===== config.mk =====
export PLATFORM = sky130hd
export DESIGN_NAME = funnel_shift_unit
export DESIGN_NICKNAME = d
export VERILOG_FILES = /design/src/rtl/funnel_shift_pkg.sv /design/src/rtl/funnel_shift_ctrl.sv /design/src/rtl/funnel_shift_dp.sv /design/src/rtl/funnel_shift_unit.sv
export SDC_FILE = /design/constraint.sdc
export NUM_CORES = 1
export LEC_CHECK = 0
export BUFFER_PORTS_ARGS = -buffer_cell sky130_fd_sc_hd__clkbuf_2
export CAP_MARGIN = 5
export CORE_MARGIN = 2
export CORE_UTILIZATION = 55
export CTS_CLUSTER_DIAMETER = 100
export CTS_CLUSTER_SIZE = 10
export DETAILED_ROUTE_END_ITERATION = 6
export PLACE_DENSITY = 0.78
export SLEW_MARGIN = 5
export SYNTH_ARGS = -nofsm -noshare
export SYNTH_HDL_FRONTEND = slang
export SYNTH_SLANG_ARGS = --single-unit

===== constraint.sdc =====
create_clock -name clk -period 4 [get_ports clk]
set_clock_uncertainty 0.1 [all_clocks]
set_input_delay 0.8 -clock clk [delete_from_list [all_inputs] [get_ports clk]]
set_output_delay 0.8 -clock clk [all_outputs]
set_load 0.005 [all_outputs]

===== src/rtl/funnel_shift_pkg.sv =====
package funnel_shift_pkg;
  // Strobes passed from control to datapath
  typedef struct packed {
    logic capture;   // load result register this cycle
    logic pickLeft;  // route operands straight (1) or reversed (0)
  } fsStrobes_t;
endpackage


===== src/rtl/funnel_shift_ctrl.sv =====
module funnel_shift_ctrl
  import funnel_shift_pkg::*;
#(
  parameter bit REGISTERED = 1'b1
) (
  input  logic       clk,
  input  logic       rst_n,
  input  logic       inValid,
  input  logic       dirLeft,
  output fsStrobes_t strobes,
  output logic       outValid
);
  always_comb begin
    strobes.capture  = inValid;
    strobes.pickLeft = dirLeft;
  end

  generate
    if (REGISTERED) begin : g_reg
      logic validQ;
      always_ff @(posedge clk) begin
        if (!rst_n) validQ <= 1'b0;
        else        validQ <= inValid;
      end
      assign outValid = validQ;
    end else begin : g_comb
      logic unusedClk;
      assign unusedClk = clk & rst_n;
      assign outValid  = inValid;
    end
  endgenerate
endmodule


===== src/rtl/funnel_shift_dp.sv =====
module funnel_shift_dp
  import funnel_shift_pkg::*;
#(
  parameter int DATA_W     = 32,
  parameter int SHIFT_W    = 6,
  parameter bit REGISTERED = 1'b1
) (
  input  logic              clk,
  input  logic              rst_n,
  input  fsStrobes_t        strobes,
  input  logic [DATA_W-1:0] hiWord,
  input  logic [DATA_W-1:0] loWord,
  input  logic [SHIFT_W-1:0] shiftAmt,
  output logic [DATA_W-1:0] result
);
  localparam int WIDE_W = 2 * DATA_W;
  localparam int STAGES = $clog2(DATA_W) + 1;  // counts 0..DATA_W

  function automatic logic [WIDE_W-1:0] revWide(input logic [WIDE_W-1:0] v);
    for (int i = 0; i < WIDE_W; i++) revWide[i] = v[WIDE_W-1-i];
  endfunction

  function automatic logic [DATA_W-1:0] revWord(input logic [DATA_W-1:0] v);
    for (int i = 0; i < DATA_W; i++) revWord[i] = v[DATA_W-1-i];
  endfunction

  // Clamp count to DATA_W
  logic [STAGES-1:0] amtC;
  always_comb begin
    if (shiftAmt > SHIFT_W'(DATA_W)) amtC = STAGES'(DATA_W);
    else                             amtC = shiftAmt[STAGES-1:0];
  end

  // One left barrel serves both directions: right = reverse, shift left, reverse
  logic [WIDE_W-1:0] joined;
  logic [WIDE_W-1:0] stg [STAGES];
  assign joined = {hiWord, loWord};
  assign stg[0] = strobes.pickLeft ? joined : revWide(joined);

  genvar k;
  generate
    for (k = 0; k < STAGES - 1; k++) begin : g_stage
      localparam int DIST = 1 << k;
      assign stg[k+1] = amtC[k] ? (stg[k] << DIST) : stg[k];
    end
  endgenerate

  // Final stage only forms the upper word
  localparam int LAST_DIST = 1 << (STAGES - 1);
  logic [DATA_W-1:0] topWord;
  logic [DATA_W-1:0] nextWord;
  assign topWord  = amtC[STAGES-1] ? stg[STAGES-1][WIDE_W-1-LAST_DIST -: DATA_W]
                                   : stg[STAGES-1][WIDE_W-1 -: DATA_W];
  assign nextWord = strobes.pickLeft ? topWord : revWord(topWord);

  generate
    if (REGISTERED) begin : g_reg
      logic [DATA_W-1:0] resQ;
      always_ff @(posedge clk) begin
        if (!rst_n)               resQ <= '0;
        else if (strobes.capture) resQ <= nextWord;
      end
      assign result = resQ;
    end else begin : g_comb
      logic unusedIn;
      assign unusedIn = clk & rst_n & strobes.capture;
      assign result   = nextWord;
    end
  endgenerate
endmodule


===== src/rtl/funnel_shift_unit.sv =====
module funnel_shift_unit
  import funnel_shift_pkg::*;
#(
  parameter int DATA_W     = 32,
  parameter int SHIFT_W    = 6,
  parameter bit REGISTERED = 1'b1
) (
  input  logic               clk,
  input  logic               rst_n,
  input  logic               inValid,
  input  logic               dirLeft,
  input  logic [DATA_W-1:0]  hiWord,
  input  logic [DATA_W-1:0]  loWord,
  input  logic [SHIFT_W-1:0] shiftAmt,
  output logic [DATA_W-1:0]  result,
  output logic               outValid
);
  fsStrobes_t strobes;

  funnel_shift_ctrl #(.REGISTERED(REGISTERED)) u_ctrl (
    .clk(clk), .rst_n(rst_n), .inValid(inValid), .dirLeft(dirLeft),
    .strobes(strobes), .outValid(outValid)
  );

  funnel_shift_dp #(.DATA_W(DATA_W), .SHIFT_W(SHIFT_W), .REGISTERED(REGISTERED)) u_dp (
    .clk(clk), .rst_n(rst_n), .strobes(strobes), .hiWord(hiWord),
    .loWord(loWord), .shiftAmt(shiftAmt), .result(result)
  );
endmodule


# After elaboration in Yosys (flattened, before gate mapping)
# Index checks and enable logic that the tools add are counted.
# W data, S select, Z words.
totals:
  ff_bits: 33
  latchBits: 0
  ramBits: 0
  rom_bits: 0
  in_bits: 74
  out_inout_bits: 33
  wordCells: 12
  mem_count: 0
op_classes:
  n_addsub: 0
  mul: 0
  div: 0
  magnitude_cmp: 1
  n_eq_ne: 0
  shift: 0
  mux: 9
  bitwise: 0
  n_reduce_logical: 0
op_table:
  columns: ["op", "count"]
  rows:
  - ["$mux W64", 6]
  - ["$mux W32", 2]
  - ["$gt A6 B6 Y1 const B", 1]
  - ["$mux W6", 1]

# Longest topological paths before layout
# Gate-level depths: netlist of run 1.
depth:
  word_depth: 9
  ltp_mapped: 11
  mapped_depth_nobuf: 7

# Modules after synthesis
# A second synthesis of run 1 with hierarchy kept.
hier_totals:
  cells_unflattened: 749
  hier_area_um2: 5639.2
by_module_without_submodules:
  columns: ["mod", "instances", "cells_per_inst", "area_each_um2", "seq_area_each_um2"]
  rows:
  - ["funnel_shift_dp", 1, 745, 5597.9, 640.6]
  - ["funnel_shift_ctrl", 1, 4, 41.3, 20.0]

# Worst setup path before layout of run 1
# Ideal clock, no wire load.
synth_timing:
  kind: "input -> register"
  startpoint: "input port dirLeft"
  endpoint: "register u_dp.g_reg.resQ[29], in the netlist u_dp.result[29]"
  setup_ns: 0.130
  arrival_ns: 2.946
  t_required_ns: 3.770
  path_slack_ns: 0.824
  cell_stages: 9
  path_buffers: 2
  cell_sequence: "buf_6 > inv_1 > buf_1 > mux4_2 > mux4_2 > nand3_1 > o31ai_1 > nor4_1 > a211oi_1"
synth_between:
  elab_chain_cells: 8
synth_lines:
  columns: ["element", "line", "text"]
  rows:
  - ["start: declaration", "funnel_shift_unit.sv:11", "input logic dirLeft,"]
  - ["$mux W64", "funnel_shift_dp.sv:38", "assign stg[0] = strobes.pickLeft ? joined : revWide(joined);"]
  - ["$mux W64 (5 in series)", "funnel_shift_dp.sv:44", "assign stg[k+1] = amtC[k] ? (stg[k] << DIST) : stg[k];"]
  - ["$mux W32", "funnel_shift_dp.sv:52", "assign topWord = amtC[STAGES-1] ? stg[STAGES-1][WIDE_W-1-LAST_DIST -: DATA_W]"]
  - ["$mux W32 (*)", "funnel_shift_dp.sv:54", "assign nextWord = strobes.pickLeft ? topWord : revWord(topWord);"]
  - ["end signal: assignment", "funnel_shift_dp.sv:61", "else if (strobes.capture) resQ <= nextWord;"]
  - ["end: declaration", "funnel_shift_dp.sv:58", "logic [DATA_W-1:0] resQ;"]
# Mark *: on every way between the ends. The rest lies on a longest branch, timed or not.
# A chain may end at the register's enable or synchronous reset.

# Worst setup path in the final report of run 1
layout_timing:
  startpoint: "input port dirLeft"
  endpoint: "register u_dp.g_reg.resQ[27], in the netlist u_dp.result[27]"
# The elaborated chain is that of the path after synthesis.

==> flow_summary.ini, run 1 <==
[yosys]
syn_area_mm2 = 0.00622
synth_nets = 856
synth-edff-count = 0
synth_fa_ha_area_frac = 0
netlist_instances = 782
synth_ff_type = dfxtp_1
avgSynthCellArea_um2 = 7.95
synth_top_family_by_area = multiplexers
yosysSeqAreaShare = 0.106
synth-seq-cells = 33
synth_compound_area_frac = 0.323
async_flop_share = 0
synthMuxAreaShare = 0.337
synth_xor_area_frac = 0.00141
synth-simple-area-share = 0.164
ys_warn_count = 0
synth_cell_types = 64

[worst_setup_path]
crit_arrival_ns = 4.07
cp-end-kind = register
r2r-start = u_dp.result[16]
reg2reg_to = u_dp.result[16]
cpMaxStageDelayCell = a2111oi_0
cp_slowest_stage_delay_ns = 0.85
reg2reg_slack_ns = 2.68
cp_cell_sequence = buf_4, buf_4, mux4_2, a22oi_1, a21oi_1, nor3_1, nor3_1, a2111oi_0, o31ai_1
cp-start-kind = input port
crit_fanout = 32
rr_worst_depth = 3
critPathRequiredTime_ns = 4.03
critPathKind = in2reg

[outcome]
outcome = finished with violations
violations = negative setup slack

[worst_hold_path]
whs_path_depth = 2
worstHoldPathType = reg2reg
hp-start = u_dp.result[27]
hold-path-endpoint = u_dp.result[27]

[route]
ant_nets = 0
route.detailed.drc = 0
drtIter0Drc = 1579
drt-pass1-iter-count = 6
vias = 8035
avgRoutedWirePerCell_um = 30.1
via_per_inst = 8.00
wl_um = 30200

[timing]
setup_viol = 1
fin_crit_ns = 4.04
finalHoldViolCount = 0
setup_ws_ns = -0.0400
slew_headroom = 0.301
grt_setup_unrepaired = false
fmax_mhz = 248
maxSlewViolCount = 0
finalCritPeriodShare = 1.01
worst_hold_slack_ns = 0.403
worstMarginPinSlew_ns = 1.05

[place]
numPortBuffers = 106
gp_congestion = 1.12
place.detailed.hpwl_um = 23400
post-place-ws_ns = -0.103

[cells_and_area]
nets = 936
fill_cells = 969
drive_above_1_share = 0.294
synthToLayoutAreaGrowth_pct = 14.7

[floorplan]
die-height_um = 110
io_pins = 107
rows = 38
initial_utilization = 0.569
die_area_mm2 = 0.0122
die_x_um = 110
core_area_mm2 = 0.0109

[clock_tree]
clkTransAtPathRegs_ns = 0.05
cts.htree.levels = 2
cts_buffers = 5
clockBufferDepth = 2
cts_root_buf = clkbuf_16
cts_resized = 0
numClockSinks = 33
cts_setup_buffers = 0
clk_latency_ns = 0.28
cts_tree = built
hold_buffers = 0

[power_and_ir_drop]
p_per_area_mw_per_mm2 = 263
p_switching_uw = 806
ir_drop_mv = 0.202
p_leak_uw = 0.00293
p_seq_frac = 0.201
comb_power_share = 0.554
power_uw = 1880
power_frac_clock = 0.245
p_int_uw = 1070
swShare = 0.429

[global_routing]
grt_antenna_before_repair = 0
grtUsageTotal = 0.493
overflow = 0
grt_pass1_wl_um = 44100
grt_max_degree = 39
grt_pass1_vias = 7271

[run]
drv_cap = 0
[placed cells by master (no fill, tap or decap), types with 5 or more instances in the layout]
cell type  netlist  routed
dfxtp_1         33      33
or3_1            7       7
inv_1            8       8
nor3b_1          5       5
buf_4            9      45
o22ai_1         43      43
a211oi_1        23      23
a211o_1          7       7
o31ai_1         10      10
o21a_1           7       7
a22o_1          10      10
a31oi_1          6       6
nor2_1          58      58
o32ai_1          9       9
mux2i_1         70      70
mux4_2          39      39
o211ai_1        10      10
a221oi_1        18      18
nand3_1         15      15
o2bb2ai_1        5       5
o21ai_0         46      46
mux2_2          43      43
a22oi_1          8       8
a221o_1          6       6
nand2_1         55      55
clkbuf_16        0       5
nor3_1          41      41
clkbuf_2         0     105
a21oi_1         40      40
o221ai_1         5       5
nor4_1           6       6
[sequential cells by signal, indices dropped and copies added, names as in the netlist]
| name | cells |
|---|---|
| u_dp.result | 32 |
| u_ctrl.outValid | 1 |
[how the worst max path moves through the flow]
stage	depth (start not counted)	from	end
2_1_floorplan	9	dirLeft	u_dp.result[29]
3_3_place_gp	9	dirLeft	u_dp.result[27]
3_5_place_dp	9	dirLeft	u_dp.result[27]
4_1_cts	9	dirLeft	u_dp.result[27]
5_1_grt	9	dirLeft	u_dp.result[27]
6_report	9	dirLeft	u_dp.result[27]
[through the flow]
stage | util | instances | instance area (um^2) | setup TNS, ns
2_1_floorplan | - | 782 | 6220 | 0
5_1_grt | 0.652 | 1003 | 7130 | 0
4_1_cts | 0.652 | 1003 | 7130 | 0
6_report | 0.652 | 1004 | 7130 | -0.0400
3_5_place_dp | 0.636 | 995 | 6960 | -0.103
3_3_place_gp | 0.636 | 995 | 6960 | 0
[power groups by stage]
stage | Sequential (uW) | Clock (uW) | Combinational (uW)
floorplan | 384 | 0 | 611
global placement | 382 | 0 | 963
detailed placement | 384 | 0 | 974
CTS | 377 | 456 | 980
global route | 380 | 477 | 1070
finish | 378 | 460 | 1040
[cells in the mapped netlist, drive strengths merged, types with 3 or more instances]
master	instances	share of area
mux2	45	0.083
mux4	39	0.14
dfxtp	33	0.11
a31oi	6	0.0060
nor2	58	0.035
and3	4	0.0040
a21oi	40	0.032
nand4	4	0.0040
o21a	7	0.0085
a22oi	8	0.0097
a211oi	23	0.028
nand3	15	0.012
o32ai	9	0.013
nor4	6	0.0060
o2111ai	3	0.0042
inv	9	0.0054
a2111oi	4	0.0056
nor2b	6	0.0060
buf	42	0.039
nand2b	3	0.0030
o2bb2ai	5	0.0070
o31ai	10	0.012
nand2	55	0.033
a22o	10	0.014
a211o	7	0.0099
o211ai	10	0.012
nor3b	5	0.0060
o221ai	5	0.0070
mux2i	70	0.11
clkbuf	39	0.024
or3	7	0.0070
a21o	4	0.0048
a221oi	18	0.025
a221o	6	0.0097
o21bai	4	0.0048
and3b	3	0.0042
and2	3	0.0030
o211a	4	0.0064
nor3	41	0.033
o21ai	46	0.037
o22ai	43	0.043
[per-layer routing]
metal | part of all wire | track usage | vias to the layer above
li1 | - | - | 3308
met1 | 0.36 | 0.632 | 3728
met2 | 0.41 | 0.729 | 806
met3 | 0.15 | 0.163 | 193
met4 | 0.079 | 0.266 | 0
met5 | 0 | 0 | -
[worst max-delay path: cells and delay by family]
kind	cells	cell delay, ns
muxes	1	0.54
AOI/OAI and AO/OA	4	1.50
and+or+nand+nor	2	0.52
buffers and inverters	2	0.69
[kinds of logic (layout without fill, tap and decap cells)]
logic type / after synthesis / in the layout
xor+xnor: 1 / 1
compound gates: 287 / 287
other cells: 0 / 1
buf+inv: 91 / 172
mux: 154 / 154
flops: 33 / 33
simple gates: 216 / 216
[area by class of cell]
cell class              instances  area [um^2]  share of cell area
diodes                          1         2.50            0.000351
clock buffers                   7          143              0.0200
clock inverters                 1         30.0             0.00421
inverters                      10         37.5             0.00526
multi-input cells             658         5140               0.721
flip-flops and latches         33          661              0.0926
well taps                     140          175              0.0246
repair buffers                154          943               0.132
(Power assumes the default switching activity.)
==> inputs of run 2 (changes only) <==
--- a/config.mk
+++ b/config.mk
@@ -8,11 +8,11 @@
 export BUFFER_PORTS_ARGS = -buffer_cell sky130_fd_sc_hd__clkbuf_2
 export CAP_MARGIN = 5
 export CORE_MARGIN = 2
-export CORE_UTILIZATION = 55
+export CORE_UTILIZATION = 59
 export CTS_CLUSTER_DIAMETER = 100
 export CTS_CLUSTER_SIZE = 10
 export DETAILED_ROUTE_END_ITERATION = 6
-export PLACE_DENSITY = 0.78
+export PLACE_DENSITY = 0.83
 export SLEW_MARGIN = 5
 export SYNTH_ARGS = -nofsm -noshare
 export SYNTH_HDL_FRONTEND = slang
==> flow_summary.ini, run 2 (same netlist as run 1, synthesis figures left out) <==
[outcome]
outcome = finished with violations
violations = design-rule violations

[worst_setup_path]
reg2reg_to = u_dp.result[16]
crit_fanout = 39
r2r-start = u_dp.result[16]
crit_arrival_ns = 3.83
cp-end-kind = register
cp-start-kind = input port
critPathKind = in2reg
reg2reg_slack_ns = 2.66
critPathRequiredTime_ns = 4.14
rr_worst_depth = 3

[power_and_ir_drop]
p_leak_uw = 0.00291
ir_drop_mv = 0.162
p_per_area_mw_per_mm2 = 247

[floorplan]
rows = 37
core_area_mm2 = 0.0103
initial_utilization = 0.605
io_pins = 107
die-height_um = 107
die_area_mm2 = 0.0114
die_x_um = 107

[clock_tree]
cts.htree.levels = 2
hold_buffers = 0
cts_resized = 0
clkTransAtPathRegs_ns = 0.07
cts_setup_buffers = 0
numClockSinks = 33
cts_root_buf = clkbuf_8
clockBufferDepth = 2
cts_tree = built
clk_latency_ns = 0.29
cts_buffers = 5

[route]
drtIter0Drc = 1660
ant_nets = 0
wl_um = 29400
via_per_inst = 8.10
vias = 8125
drt-pass1-iter-count = 7
avgRoutedWirePerCell_um = 29.3
route.detailed.drc = 61

[cells_and_area]
layout_common_cells = clkbuf_2 (105), mux2i_1 (70), nor2_1 (58)
diodes = 0
largest_reg_flops = 32
final_common_cell = clkbuf_2
fin_area_mm2 = 0.00707
drive_above_1_share = 0.298
nets = 940
synthToLayoutAreaGrowth_pct = 13.8
post-route-util = 0.688

[global_routing]
grtUsageTotal = 0.509
grt_pass1_wl_um = 43900
grt_pass1_vias = 7411
overflow = 0
grt_max_degree = 46
grt_antenna_before_repair = 0

[place]
gp_congestion = 1.17
dpl_cell_area_mm2 = 0.00696
numPortBuffers = 106
place.detailed.hpwl_um = 22500
post-place-ws_ns = 0.144

[timing]
tns_ns = 0
maxSlewViolCount = 0
grt_setup_unrepaired = false
finalCritPeriodShare = 0.922
finalHoldViolCount = 0
fmax_mhz = 271
worstMarginPinSlew_ns = 0.990
setup_viol = 0
slew_headroom = 0.340
setup_ws_ns = 0.312
worst_hold_slack_ns = 0.389
fin_crit_ns = 3.69

[worst_hold_path]
whs_path_depth = 2
worstHoldPathType = reg2reg
hp-start = u_dp.result[4]
hold-path-endpoint = u_dp.result[4]

[run]
drv_cap = 0
-- run 2: critical path: stages --
cell,delay (ns)
buf_4,0.45
buf_4,0.29
nor3b_1,0.07
buf_4,0.21
a221oi_1,0.85
mux4_2,0.44
mux2i_1,0.13
a221oi_1,0.37
o211a_1,0.20
-- run 2: per-layer routing --
metal	GRT usage	share of wire	routed length [um]	vias up
li1	-	-	-	3337
met1	0.649	0.34	10100	3691
met5	0	0	0	-
met4	0.306	0.091	2690	0
met2	0.742	0.41	11900	862
met3	0.173	0.16	4700	235
-- run 2: worst max-delay path by stage --
stage,start,end,slack (ns)
2_1_floorplan,dirLeft,u_dp.result[29],0.82
3_3_place_gp,dirLeft,u_dp.result[15],0.20
3_5_place_dp,dirLeft,u_dp.result[19],0.14
4_1_cts,dirLeft,u_dp.result[19],0.48
5_1_grt,dirLeft,u_dp.result[4],0.25
6_report,dirLeft,u_dp.result[15],0.31
-- run 2: per-stage QoR --
stage / cells / power, uW
2_1_floorplan: 782 / 995
3_3_place_gp: 995 / 1340
3_5_place_dp: 995 / 1350
4_1_cts: 1003 / 1680
5_1_grt: 1003 / 1790
6_report: 1003 / 1750
-- run 2: final cells by class --
class	count	area [um^2]
Fill cell	867	3200
Tap cell	136	170
Timing Repair Buffer	158	948
Clock buffer	7	86.3
Sequential cell	33	661
Clock inverter	1	30.0
Inverter	10	37.5
Multi-Input combinational cell	658	5140
-- run 2: power breakdown --
group          switching (uW)  internal [uW]  leakage (uW)
Clock                     134            203     0.0000585
Combinational             633            400       0.00258
Sequential               18.2            360      0.000274
Total                     785            964       0.00291
==> inputs of run 3 (changes only) <==
--- a/config.mk
+++ b/config.mk
@@ -8,11 +8,11 @@
 export BUFFER_PORTS_ARGS = -buffer_cell sky130_fd_sc_hd__clkbuf_2
 export CAP_MARGIN = 5
 export CORE_MARGIN = 2
-export CORE_UTILIZATION = 59
+export CORE_UTILIZATION = 60
 export CTS_CLUSTER_DIAMETER = 100
 export CTS_CLUSTER_SIZE = 10
 export DETAILED_ROUTE_END_ITERATION = 6
-export PLACE_DENSITY = 0.83
+export PLACE_DENSITY = 0.85
 export SLEW_MARGIN = 5
 export SYNTH_ARGS = -nofsm -noshare
 export SYNTH_HDL_FRONTEND = slang
==> constraint.sdc (replaced) <==
create_clock -name clk -period 4.3 [get_ports clk]
set_clock_uncertainty 0.1 [all_clocks]
set_input_delay 0.86 -clock clk [delete_from_list [all_inputs] [get_ports clk]]
set_output_delay 0.86 -clock clk [all_outputs]
set_load 0.005 [all_outputs]
==> flow_summary.ini, run 3 (same netlist as run 1, synthesis figures left out) <==
[outcome]
outcome = finished with violations
violations = design-rule violations

[worst_setup_path]
critPathKind = in2reg
cp-end-kind = register
cp-start-kind = input port
crit_fanout = 40
reg2reg_to = u_dp.result[1]
crit_arrival_ns = 3.84
reg2reg_slack_ns = 3.02
critPathRequiredTime_ns = 4.37
r2r-start = u_dp.result[1]
rr_worst_depth = 4

[run]
drv_cap = 0

[timing]
finalHoldViolCount = 0
finalCritPeriodShare = 0.878
grt_setup_unrepaired = false
tns_ns = 0
maxSlewViolCount = 0
slew_headroom = 0.409
worstMarginPinSlew_ns = 0.884
setup_viol = 0
fmax_mhz = 265
fin_crit_ns = 3.77

[route]
route.detailed.drc = 13
ant_nets = 0
via_per_inst = 8.15
avgRoutedWirePerCell_um = 29.6
vias = 8070
wl_um = 29300
drt-pass1-iter-count = 7
drtIter0Drc = 1492

[place]
numPortBuffers = 106
gp_congestion = 1.16
dpl_cell_area_mm2 = 0.00687
place.detailed.hpwl_um = 22400

[clock_tree]
clkTransAtPathRegs_ns = 0.08
clk_latency_ns = 0.31
clockBufferDepth = 2
cts_root_buf = clkbuf_8
cts_tree = built
cts.htree.levels = 2
cts_resized = 0
cts_buffers = 5
numClockSinks = 33
hold_buffers = 0
cts_setup_buffers = 0

[floorplan]
rows = 37
initial_utilization = 0.611
die_x_um = 106
die-height_um = 106
io_pins = 107
core_area_mm2 = 0.0102
die_area_mm2 = 0.0112

[worst_hold_path]
whs_path_depth = 1
hold-path-endpoint = u_dp.result[15]
hp-start = u_dp.result[15]
worstHoldPathType = reg2reg

[power_and_ir_drop]
ir_drop_mv = 0.169
power_uw = 1550
p_per_area_mw_per_mm2 = 222
p_leak_uw = 0.00284

[cells_and_area]
largest_reg_flops = 32
drive_above_1_share = 0.288
register_area_um2 = 661
diodes = 0
fin_area_mm2 = 0.00696
final_common_cell = clkbuf_2
fill_cells = 913
layout_common_cells = clkbuf_2 (105), mux2i_1 (70), nor2_1 (58)
nets = 927
synthToLayoutAreaGrowth_pct = 11.9
multiInputGateArea_mm2 = 0.00514

[global_routing]
grt_antenna_before_repair = 0
grt_pass1_vias = 7512
grtUsageTotal = 0.518
overflow = 0
grt_pass1_wl_um = 44400
grt_max_degree = 41
[run 3: cell types whose count changed in the layout (fill, tap and decap cells not counted), sizes merged]
cell / change
buf: -13
clkbuf: -2
clkinv: +2
bufinv: -1
clkinvlp: +1
[run 3: how the worst max path moves through the flow]
stage	from	slack, ns	depth (start not counted)	end
after floorplan	dirLeft	1.06	9	u_dp.result[29]
final	dirLeft	0.53	8	u_dp.result[19]
after global routing	dirLeft	0.46	9	u_dp.result[25]
after CTS	dirLeft	0.66	8	u_dp.result[12]
after detailed placement	dirLeft	0.35	8	u_dp.result[12]
after global placement	dirLeft	0.42	8	u_dp.result[16]
[run 3: area by class of cell]
type,instances,share of cell area
clock inverters,3,0.00252
multi-input cells,658,0.739
clock buffers,5,0.00989
flip-flops and latches,33,0.0949
inverters,10,0.00539
well taps,136,0.0245
repair buffers,145,0.124
[run 3: per-layer routing]
layer | wire length, um | share of wire | GRT usage
met1 | 10400 | 0.35 | 0.681
met5 | 0 | 0 | 0
met3 | 4340 | 0.15 | 0.127
met4 | 2680 | 0.092 | 0.328
met2 | 11900 | 0.41 | 0.758
[run 3: metrics by stage]
step                setup WS (ns)  cells  utilization  hold WS [ns]
finish                      0.525    990        0.683         0.392
global route                0.462    990        0.683         0.394
CTS                         0.659    990        0.683         0.386
detailed placement          0.348    982        0.675         0.369
global placement            0.419    982        0.675         0.373
floorplan                    1.06    782            -         0.377
[run 3: power by group]
part           total [uW]  switching, uW  internal, uW
registers             352           16.8           335
clock network         250            138           112
logic                 945            582           363
total                1550            737           810
[run 3: worst max-delay path, stage by stage]
cell and delay, ns:
buf_4 0.46, buf_12 0.24, and3b_1 0.53, a221oi_1 0.36, mux4_2 0.57, mux2_2 0.29, mux2i_1 0.34, a221oi_1 0.16
